==> config.mk <==
export PLATFORM = sky130hd
export DESIGN_NAME = lockstep_divider
export DESIGN_NICKNAME = d
export VERILOG_FILES = /design/src/rtl/lockstep_divider_pkg.sv /design/src/rtl/ref_divider.sv /design/src/rtl/fb_divider.sv /design/src/rtl/refout_prescaler.sv /design/src/rtl/lockstep_divider.sv
export SDC_FILE = /design/constraint.sdc
export NUM_CORES = 1
export LEC_CHECK = 0
export BUFFER_PORTS_ARGS = -buffer_cell sky130_fd_sc_hd__clkbuf_2
export CAP_MARGIN = 5
export CELL_PAD_IN_SITES_DETAIL_PLACEMENT = 1
export CELL_PAD_IN_SITES_GLOBAL_PLACEMENT = 2
export CORE_ASPECT_RATIO = 1.1
export CORE_MARGIN = 2
export CORE_UTILIZATION = 31
export CTS_CLUSTER_SIZE = 8
export DETAILED_ROUTE_END_ITERATION = 10
export GPL_TIMING_DRIVEN = 0
export MAX_ROUTING_LAYER = met4
export PLACE_DENSITY = 0.88
export SLEW_MARGIN = 25
export SYNTH_ARGS = -nofsm -noshare
export SYNTH_HDL_FRONTEND = slang
export SYNTH_SLANG_ARGS = --single-unit
export TNS_END_PERCENT = 20
==> constraint.sdc <==
create_clock -name clk -period 2.1 [get_ports clk]
set_clock_uncertainty 0.1 [all_clocks]
set_input_delay 0 -clock clk [delete_from_list [all_inputs] [get_ports clk]]
set_output_delay 0 -clock clk [all_outputs]
set_load 0.03 [all_outputs]
==> src/rtl/lockstep_divider_pkg.sv <==
package lockstep_divider_pkg;

    typedef enum logic [1:0] {
        RS_IDLE = 2'd0,
        RS_FULL = 2'd1,
        RS_HALF = 2'd2
    } ref_state_e;

    localparam logic [2:0] SEL_OFF  = 3'b000;
    localparam logic [2:0] SEL_PASS = 3'b001;
    localparam logic [2:0] SEL_DEFAULT = 3'b100;

endpackage

==> src/rtl/ref_divider.sv <==
module ref_divider
    import lockstep_divider_pkg::*;
#(
    parameter int W     = 15,
    parameter int MINR  = 5,
    parameter int RISES = 4
) (
    input  logic         clk,
    input  logic         rst_n,
    input  logic         ref_in,
    input  logic         ref_rise,
    input  logic         ref_fall,
    input  logic         jam,
    input  logic [W-1:0] ratio,
    output logic         pulse
);
    localparam int WCW = (RISES > 1) ? $clog2(RISES) : 1;
    localparam logic [WCW-1:0] LAST_WC = WCW'(RISES - 1);
    localparam logic [W-1:0]   ONE     = W'(1);

    ref_state_e     state_q, state_d;
    logic [W-1:0]   cnt_q;
    logic [W-1:0]   eff_ratio;
    logic [WCW-1:0] wc_q;
    logic           bypass;
    logic           terminal;

    always_comb begin
        if (ratio == ONE)
            eff_ratio = ONE;
        else if (ratio < W'(MINR))
            eff_ratio = W'(MINR);
        else
            eff_ratio = ratio;
    end

    assign bypass   = (ratio == ONE);
    assign terminal = ref_rise && (cnt_q == ONE);

    always_ff @(posedge clk or negedge rst_n) begin
        if (!rst_n)
            cnt_q <= '1;
        else if (jam)
            cnt_q <= eff_ratio;
        else if (ref_rise)
            cnt_q <= (cnt_q == ONE) ? eff_ratio : cnt_q - ONE;
    end

    always_comb begin
        state_d = state_q;
        unique case (state_q)
            RS_IDLE: if (terminal) state_d = RS_FULL;
            RS_FULL: if (ref_rise && wc_q == LAST_WC) state_d = RS_HALF;
            RS_HALF: if (ref_fall) state_d = RS_IDLE;
            default: state_d = RS_IDLE;
        endcase
    end

    always_ff @(posedge clk or negedge rst_n) begin
        if (!rst_n)
            state_q <= RS_IDLE;
        else if (jam)
            state_q <= RS_IDLE;
        else
            state_q <= state_d;
    end

    always_ff @(posedge clk or negedge rst_n) begin
        if (!rst_n)
            wc_q <= '0;
        else if (jam || state_q != RS_FULL)
            wc_q <= '0;
        else if (ref_rise)
            wc_q <= wc_q + WCW'(1);
    end

    always_comb begin
        if (bypass)
            pulse = ref_in;
        else
            pulse = (state_q != RS_IDLE);
    end

    AST_REF_ROSE_ON_TICK: assert property (@(posedge clk) disable iff (!rst_n)
        (!bypass && $past(!bypass) && $rose(pulse)) |-> $past(ref_rise));

    AST_REF_FALL_ON_STROBE: assert property (@(posedge clk) disable iff (!rst_n)
        (!bypass && $past(!bypass) && $fell(pulse)) |-> ($past(ref_fall) || $past(jam)));

    AST_REF_JAM_IDLE: assert property (@(posedge clk) disable iff (!rst_n)
        jam |=> (state_q == RS_IDLE));

    AST_REF_CNT_NONZERO: assert property (@(posedge clk) disable iff (!rst_n)
        cnt_q != '0);

endmodule

==> src/rtl/fb_divider.sv <==
module fb_divider #(
    parameter int W    = 16,
    parameter int MINF = 40
) (
    input  logic         clk,
    input  logic         rst_n,
    input  logic         vco_rise,
    input  logic         jam,
    input  logic [W-1:0] ratio,
    output logic         pulse
);
    localparam logic [W-1:0] ONE = W'(1);

    logic [W-1:0] cnt_q;
    logic [W-1:0] eff_ratio;
    logic         pulse_q;

    assign eff_ratio = (ratio < W'(MINF)) ? W'(MINF) : ratio;

    always_ff @(posedge clk or negedge rst_n) begin
        if (!rst_n) begin
            cnt_q   <= '1;
            pulse_q <= 1'b0;
        end else if (jam) begin
            cnt_q   <= eff_ratio;
            pulse_q <= 1'b0;
        end else if (vco_rise) begin
            if (cnt_q == ONE) begin
                cnt_q   <= eff_ratio;
                pulse_q <= 1'b1;
            end else begin
                cnt_q   <= cnt_q - ONE;
                pulse_q <= 1'b0;
            end
        end else begin
            pulse_q <= 1'b0;
        end
    end

    assign pulse = pulse_q;

    AST_FB_PULSE_TICK: assert property (@(posedge clk) disable iff (!rst_n)
        pulse |-> $past(vco_rise));

    AST_FB_JAM_QUIET: assert property (@(posedge clk) disable iff (!rst_n)
        jam |=> !pulse);

    AST_FB_CNT_NONZERO: assert property (@(posedge clk) disable iff (!rst_n)
        cnt_q != '0);

endmodule

==> src/rtl/refout_prescaler.sv <==
module refout_prescaler
    import lockstep_divider_pkg::*;
#(
    parameter int PW = 4
) (
    input  logic       clk,
    input  logic       rst_n,
    input  logic       ref_in,
    input  logic       ref_rise,
    input  logic [2:0] sel,
    output logic       refout
);
    logic [PW-1:0] div_q;

    always_ff @(posedge clk or negedge rst_n) begin
        if (!rst_n)
            div_q <= '0;
        else if (ref_rise)
            div_q <= div_q + PW'(1);
    end

    always_comb begin
        unique case (sel)
            3'b000:  refout = 1'b0;
            3'b001:  refout = ref_in;
            3'b010:  refout = div_q[0];
            3'b011:  refout = div_q[1];
            3'b100,
            3'b110:  refout = div_q[2];
            default: refout = div_q[3];
        endcase
    end

    AST_REFOUT_QUIET: assert property (@(posedge clk) disable iff (!rst_n)
        (!$past(ref_rise) && $stable(sel) && sel != SEL_PASS) |-> $stable(refout));

endmodule

==> src/rtl/lockstep_divider.sv <==
module lockstep_divider
    import lockstep_divider_pkg::*;
#(
    parameter int REF_W     = 15,
    parameter int FB_W      = 16,
    parameter int REF_MIN   = 5,
    parameter int FB_MIN    = 40,
    parameter int PULSE_RISES = 4,
    parameter int PRE_W     = 4
) (
    input  logic             clk,
    input  logic             rst_n,
    input  logic             ref_in,
    input  logic             ref_rise,
    input  logic             ref_fall,
    input  logic             vco_rise,
    input  logic             jam_load,
    input  logic [REF_W-1:0] ref_ratio,
    input  logic [FB_W-1:0]  fb_ratio,
    input  logic             cfg_load,
    input  logic [2:0]       cfg_refsel,
    input  logic             cfg_fb_en,
    input  logic             cfg_ref_en,
    output logic             ref_pulse,
    output logic             fb_pulse,
    output logic             ref_test,
    output logic             fb_test,
    output logic             ref_out,
    output logic             pd_reset
);
    logic [2:0] refsel_q;
    logic       fb_en_q;
    logic       ref_en_q;
    logic       pd_reset_q;

    always_ff @(posedge clk or negedge rst_n) begin
        if (!rst_n) begin
            refsel_q <= SEL_DEFAULT;
            fb_en_q  <= 1'b0;
            ref_en_q <= 1'b0;
        end else if (cfg_load) begin
            refsel_q <= cfg_refsel;
            fb_en_q  <= cfg_fb_en;
            ref_en_q <= cfg_ref_en;
        end
    end

    always_ff @(posedge clk or negedge rst_n) begin
        if (!rst_n)
            pd_reset_q <= 1'b0;
        else
            pd_reset_q <= jam_load;
    end

    ref_divider #(
        .W     (REF_W),
        .MINR  (REF_MIN),
        .RISES (PULSE_RISES)
    ) u_ref (
        .clk      (clk),
        .rst_n    (rst_n),
        .ref_in   (ref_in),
        .ref_rise (ref_rise),
        .ref_fall (ref_fall),
        .jam      (jam_load),
        .ratio    (ref_ratio),
        .pulse    (ref_pulse)
    );

    fb_divider #(
        .W    (FB_W),
        .MINF (FB_MIN)
    ) u_fb (
        .clk      (clk),
        .rst_n    (rst_n),
        .vco_rise (vco_rise),
        .jam      (jam_load),
        .ratio    (fb_ratio),
        .pulse    (fb_pulse)
    );

    refout_prescaler #(
        .PW (PRE_W)
    ) u_pre (
        .clk      (clk),
        .rst_n    (rst_n),
        .ref_in   (ref_in),
        .ref_rise (ref_rise),
        .sel      (refsel_q),
        .refout   (ref_out)
    );

    assign ref_test = ref_en_q & ref_pulse;
    assign fb_test  = fb_en_q & fb_pulse;
    assign pd_reset = pd_reset_q;

    AST_PD_AFTER_JAM: assert property (@(posedge clk) disable iff (!rst_n)
        jam_load |=> pd_reset);

    AST_PD_ONLY_JAM: assert property (@(posedge clk) disable iff (!rst_n)
        pd_reset |-> $past(jam_load));

    AST_TEST_LOW_DISABLED: assert property (@(posedge clk) disable iff (!rst_n)
        (!$past(cfg_load) && !$past(fb_en_q) && $past(!fb_test)) |-> !fb_test);

endmodule

== Word level (Yosys, flattened, before mapping) ==
Index checks and enable logic that the tools add are counted.

* Register bits: 46
* Bits of input ports: 44
* Output and inout port bits: 6
* Logic and storage cells: 65

* Add/subtract/negate cells: 4
* $lt $le $gt $ge: 2
* Equality and inequality tests: 15
* Multiplexer cells: 21
* Bitwise gates (word level): 2
* Reduce and logical (&&, ||, !) cells: 11

{| class="wikitable"
|+ Operators by type and width
! operator !! number
|-
| 15-bit two-way mux || 5
|-
| 16-bit two-way mux || 4
|-
| 15-bit by 1-bit == test with 1-bit output (second input constant) || 2
|-
| 16-bit by 1-bit == test with 1-bit output (second input constant) || 1
|-
| 16-bit by 6-bit < comparator with 1-bit output (second input constant) || 1
|-
| 16-bit by 1-bit subtractor with 16-bit output (second input constant) || 1
|-
| 15-bit by 3-bit < comparator with 1-bit output (second input constant) || 1
|-
| 15-bit by 1-bit subtractor with 15-bit output (second input constant) || 1
|-
| 2-bit two-way mux || 6
|-
| 2-bit nonzero test || 4
|-
| 3-bit by 2-bit == test with 1-bit output (second input constant) || 2
|-
| 3-bit == test (second input constant) || 2
|-
| 3-bit by 2-bit != test with 1-bit output (second input constant) || 2
|-
| 2-bit case mux with 3 select lines || 1
|-
| 1-bit case mux with 5 select lines || 1
|-
| 4-bit by 1-bit adder with 4-bit output (second input constant) || 1
|-
| 2-bit == test (second input constant) || 2
|-
| 1-bit two-way mux || 4
|-
| 3-bit by 1-bit == test with 1-bit output (second input constant) || 1
|-
| 3-bit logical NOT || 1
|-
| 3-bit != test (second input constant) || 1
|-
| 3-bit AND reduction || 1
|-
| 2-bit by 1-bit adder with 2-bit output (second input constant) || 1
|-
| 1-bit AND || 2
|-
| 6 further kinds || 7
|}

== Logic depth before layout (Yosys ltp) ==
* Depth after elaboration: 6
* Depth in mapped cells: 9
* Gate-level depth less buffers: 7

== By module ==
From an unflattened synthesis, not the netlist that was laid out.

* Cell total of the unflattened synthesis: 321
* Area total of the unflattened synthesis: 2,997.9 µm²

{| class="wikitable"
|+ By module, submodules not included
! module !! times used !! cells each !! area each (µm²) !! sequential area each (µm²)
|-
| ref_divider || 1 || 157 || 1,307.5 || 494.2
|-
| fb_divider || 1 || 137 || 1,268.7 || 445.4
|-
| lockstep_divider || 1 || 13 || 220.2 || 151.4
|-
| refout_prescaler || 1 || 14 || 201.4 || 100.1
|}

== Least setup slack after synthesis ==
Ideal clock, no wire load.

* Path kind: reg-to-reg
* Start: reg u_ref.cnt_q[1]
* End: reg u_ref.cnt_q[8]
* Setup time: 0.058 ns
* Arrival time: 1.985 ns
* Data required time: 1.942 ns
* Slack: -0.043 ns
* Stages on the path, launching flop included: 9
* Path buffers: 1
* Clock period less this slack: 2.143 ns
* Cell sequence: dfstp_2 > inv_1 > ha_1 > or3b_1 > buf_2 > or3_4 > or3_1 > a21oi_1 > o22a_2

* Longest elaborated chain between the ends: 4
* Elaborated cells on any way between the ends: 5
* Classes of those cells: 1 x add/sub; 1 x eq/ne; 3 x mux

{| class="wikitable"
|+ RTL lines
! item !! RTL line !! text
|-
| start, declared || ref_divider.sv:22 || <nowiki>logic [W-1:0] cnt_q;</nowiki>
|-
| start signal, assigned || ref_divider.sv:44 || <nowiki>cnt_q <= eff_ratio;</nowiki>
|-
| start signal, assigned || ref_divider.sv:46 || <nowiki>cnt_q <= (cnt_q == ONE) ? eff_ratio : cnt_q - ONE;</nowiki>
|-
| 15-bit by 1-bit subtractor with 15-bit output / 15-bit by 1-bit == test with 1-bit output (equally long branches) || ref_divider.sv:46 ||
|-
| 15-bit two-way mux * || ref_divider.sv:46 ||
|-
| 15-bit two-way mux * || ref_divider.sv:45 || <nowiki>else if (ref_rise)</nowiki>
|-
| 15-bit two-way mux * || ref_divider.sv:43 || <nowiki>else if (jam)</nowiki>
|}

Every way passes the cells marked *; elsewhere a longest branch is shown, timed or not. The select of a mux whose other input is x is not followed.
A chain may end at the register's enable or synchronous reset.

== Worst setup path after layout ==
* Start: reg u_ref.cnt_q[0]
* End: reg u_ref.cnt_q[2]

The elaborated chain is that of the path after synthesis.

==> flow_metrics.py <==
metrics = {
    "placed_design": {
        "io_buffers": 48,
        "gp_congestion": 0.833,
        "hpwl_um": 6420,
    },
    "sta": {
        "finalHoldViolations": 0,
        "rsz0062_at_grt": "true",
        "worst_pin_slew_ns": 0.669,
        "relSlewSlack_pct": 55.4,
        "final-setup-viol-count": 6,
        "period_needed_ns": 2.19,
        "tns_ns": -0.235,
        "max_freq_mhz": 458,
        "hold-worst-slack_ns": 0.0219,
        "setup_slack_ns": -0.0852,
        "period_share_pct": 104,
        "drv_slew": 0,
    },
    "synth": {
        "synth_adder_area_share_pct": 2.59,
        "ys_ff_latch": 46,
        "synth-compound-area-share_pct": 22.5,
        "synthArstFlopShare_pct": 100,
        "yosysSeqAreaShare_pct": 41.1,
        "synth_top_family_by_area": "simple AND/OR/NAND/NOR gates",
        "ys_types": 62,
        "synth-simple-area-share_pct": 25.3,
        "ys_dominant_reg_cell": "dfstp_2",
        "synth_area_um2": 2900,
        "synth_xor_area_share_pct": 1.51,
        "syn_nets": 375,
        "synth_edf_count": 0,
        "muxShareOfSynthArea_pct": 3.36,
        "synthCells": 325,
        "yosysWarnings": 0,
        "avgSynthCellArea_um2": 8.93,
    },
    "run": {
        "drv_cap": 0,
    },
    "worst_setup_path": {
        "max_stage_delay_ns": 0.61,
        "critPathRequiredTime_ns": 2.26,
        "worstSetupPathType": "reg -> reg",
        "r2r-end": "u_ref.cnt_q[2]",
        "cp_max_fo": 5,
        "path_cells": "ha_4 > nor4b_4 > a41oi_2 > a2111oi_0 > a41o_2 > nor2_1",
        "critPathSlowestCell": "dfstp_2",
        "cp.arrival_ns": 2.34,
        "worstSetupEndpointType": "register",
        "rr_worst_depth": 6,
        "start_kind": "register",
        "timing.rr.start": "u_ref.cnt_q[0]",
        "reg2reg_slack_ns": -0.09,
    },
    "cts": {
        "clock_sinks": 46,
        "cts_max_level": 2,
        "clk_pin_slew_ns": 0.10,
        "clockRootBuffer": "clkbuf_8",
        "max-clock-path-buffers": 2,
        "tritoncts": "built",
        "worst_skew_pair.late_latency_ns": 0.31,
        "cts_buffers": 5,
    },
    "global_route": {
        "antenna_found_initial": 0,
        "grt_max_degree": 47,
        "grt_overflow": 0,
        "grt_pass1_wl_um": 15600,
        "grt_usage_pct": 19.8,
        "grt_pass1_vias": 3263,
    },
    "detailed_routing": {
        "drc": 0,
        "num_vias": 3077,
        "drt_iter0_markers": 90,
        "ant_nets": 0,
        "wirelength_um": 9760,
        "drt_pass1_iterations": 4,
        "drt-wirelength-per-cell_um": 17.6,
        "vias_per_cell": 5.56,
    },
    "min_path": {
        "hold_end": "u_fb.cnt_q[3]",
        "min_from": "fb_ratio[3]",
        "min_path_cells": 3,
        "hold_path.class": "in -> reg",
    },
    "status": {
        "violations": "setup timing",
        "status": "finished, violations left",
    },
    "die": {
        "boundaryPins": 50,
        "rows": 37,
        "fp.dieW_um": 96.2,
        "core-area_um2": 9210,
        "fp.dieH_um": 105,
        "initial_core_util_pct": 31.5,
        "die_area_um2": 10200,
    },
    "final_layout": {
        "regArea_um2": 1190,
        "fillerInstances": 1053,
        "syn2layout_area_growth_pct": 44.1,
        "diodes": 0,
        "drive_above_1_share_pct": 38.3,
        "layout.nets": 485,
        "multiInputGateArea_um2": 1860,
    },
    "power": {
        "vdd_drop_max_v": 0.000255,
        "powerDensity_nw_per_um2": 606,
        "p_leak_nw": 1.65,
    },
}
[placed cells by master, fill, tap and decap left out, types with 4 or more instances in the layout]
cell type	netlist	final
o22a_1	6	6
dfrtp_1	14	14
clkbuf_8	0	5
nor2_1	32	29
dfstp_2	32	32
a21oi_1	39	34
a31oi_1	6	6
nor4b_4	0	4
nand2_1	23	23
inv_1	10	8
o21ai_0	15	13
clkbuf_2	0	47
nor3_1	15	13
nor4_1	8	6
mux2_2	6	6
ha_1	6	4
a211oi_1	5	4
dlygate4sd3_1	0	39
clkbuf_1	8	5
buf_4	1	20
nand4_1	7	7
nand3_1	10	10
[cells in the mapped netlist, drive strengths merged, types with 7 or more instances]
| master | count | share of area [%] |
|---|---|---|
| clkbuf | 8 | 1.0 |
| nand2 | 23 | 3.0 |
| nor4 | 10 | 2.6 |
| nand4 | 8 | 1.9 |
| dfrtp | 14 | 12 |
| o22a | 7 | 2.2 |
| buf | 8 | 1.4 |
| nand3 | 10 | 1.7 |
| inv | 10 | 1.3 |
| nor2 | 32 | 4.1 |
| a21oi | 39 | 6.7 |
| nor3 | 15 | 2.6 |
| o21ai | 17 | 3.3 |
| dfstp | 32 | 29 |
[per-layer routing]
layer	GRT usage, %	up-vias	share of wire, %
met5	-	-	0
met4	5.00	0	1.0
met3	2.29	10	3.2
met2	34.5	70	52
met1	24.2	1549	44
li1	-	1448	-
[cell type report]
type / instances / area share (%)
Buffer: 14 / 1.94
Clock buffer: 5 / 1.65
Clock inverter: 3 / 0.598
Inverter: 10 / 0.958
Multi-Input combinational cell: 253 / 44.4
Sequential cell: 46 / 28.5
Tap cell: 117 / 3.50
Timing Repair Buffer: 105 / 18.5
[per-stage QoR]
stage	instances	cell area [um^2]	power (mW)	utilization, %	worst slack (ns)
detailed placement	490	3310	1.76	35.9	-0.457
global placement	490	3310	1.72	35.9	-0.424
CTS	549	3980	2.48	43.2	-0.0747
finish	553	4180	2.53	45.4	-0.0852
global route	553	4180	2.70	45.4	-0.149
floorplan	325	2920	1.55	-	0.00716
[registers in the layout, indices dropped and copies added, names as in the netlist]
signal / cells
u_fb.pulse: 1
u_ref.state_q: 2
u_fb.cnt_q: 16
u_pre.div_q: 4
u_ref.cnt_q: 15
pd_reset: 1
ref_en_q: 1
u_ref.wc_q: 2
refsel_q: 3
fb_en_q: 1
[critical path, delay by kind of cell, from the launching register on]
kind	cells	cell delay (ns)
compound gates	3	0.98
flops	1	0.61
fa+ha+maj	1	0.14
simple gates	2	0.30
[power breakdown]
group	total [mW]	leakage, nW	switching [mW]	internal, mW
Combinational	0.690	1.10	0.344	0.346
Sequential	1.25	0.512	0.182	1.07
Clock	0.592	0.0447	0.350	0.241
Total	2.53	1.65	0.876	1.66
[cells by family (layout without fill, tap and decap cells)]
kind of cell    Yosys count  count (layout)
buf+inv                  26             137
mux                       9               9
compound gates          100             100
simple gates            133             133
xor+xnor                  5               5
flops                    46              46
fa+ha+maj                 6               6
[what timing repair did]
action                                  in CTS  in global routing
resized for setup                           21                 39
hold buffers                                38                  1
buffers inserted                            13                  5
endpoints found under the setup margin      29                 31
hold endpoints to repair                    46                  1
cloned                                       0                  0
pin swaps                                    5                 13
[how the worst max path moves through the flow]
stage / start / slack, ns / cells after the start / to
after floorplan: u_ref.cnt_q[1] / 0.007 / 8 / u_ref.cnt_q[8]
after global placement: u_ref.cnt_q[0] / -0.42 / 8 / u_ref.cnt_q[12]
after detailed placement: u_ref.cnt_q[0] / -0.46 / 8 / u_ref.cnt_q[4]
after CTS: u_ref.cnt_q[1] / -0.07 / 8 / u_ref.cnt_q[8]
after global routing: u_ref.cnt_q[0] / -0.15 / 6 / u_ref.cnt_q[9]
final: u_ref.cnt_q[0] / -0.09 / 6 / u_ref.cnt_q[2]
No activity file was read; power rests on OpenSTA's default activity.
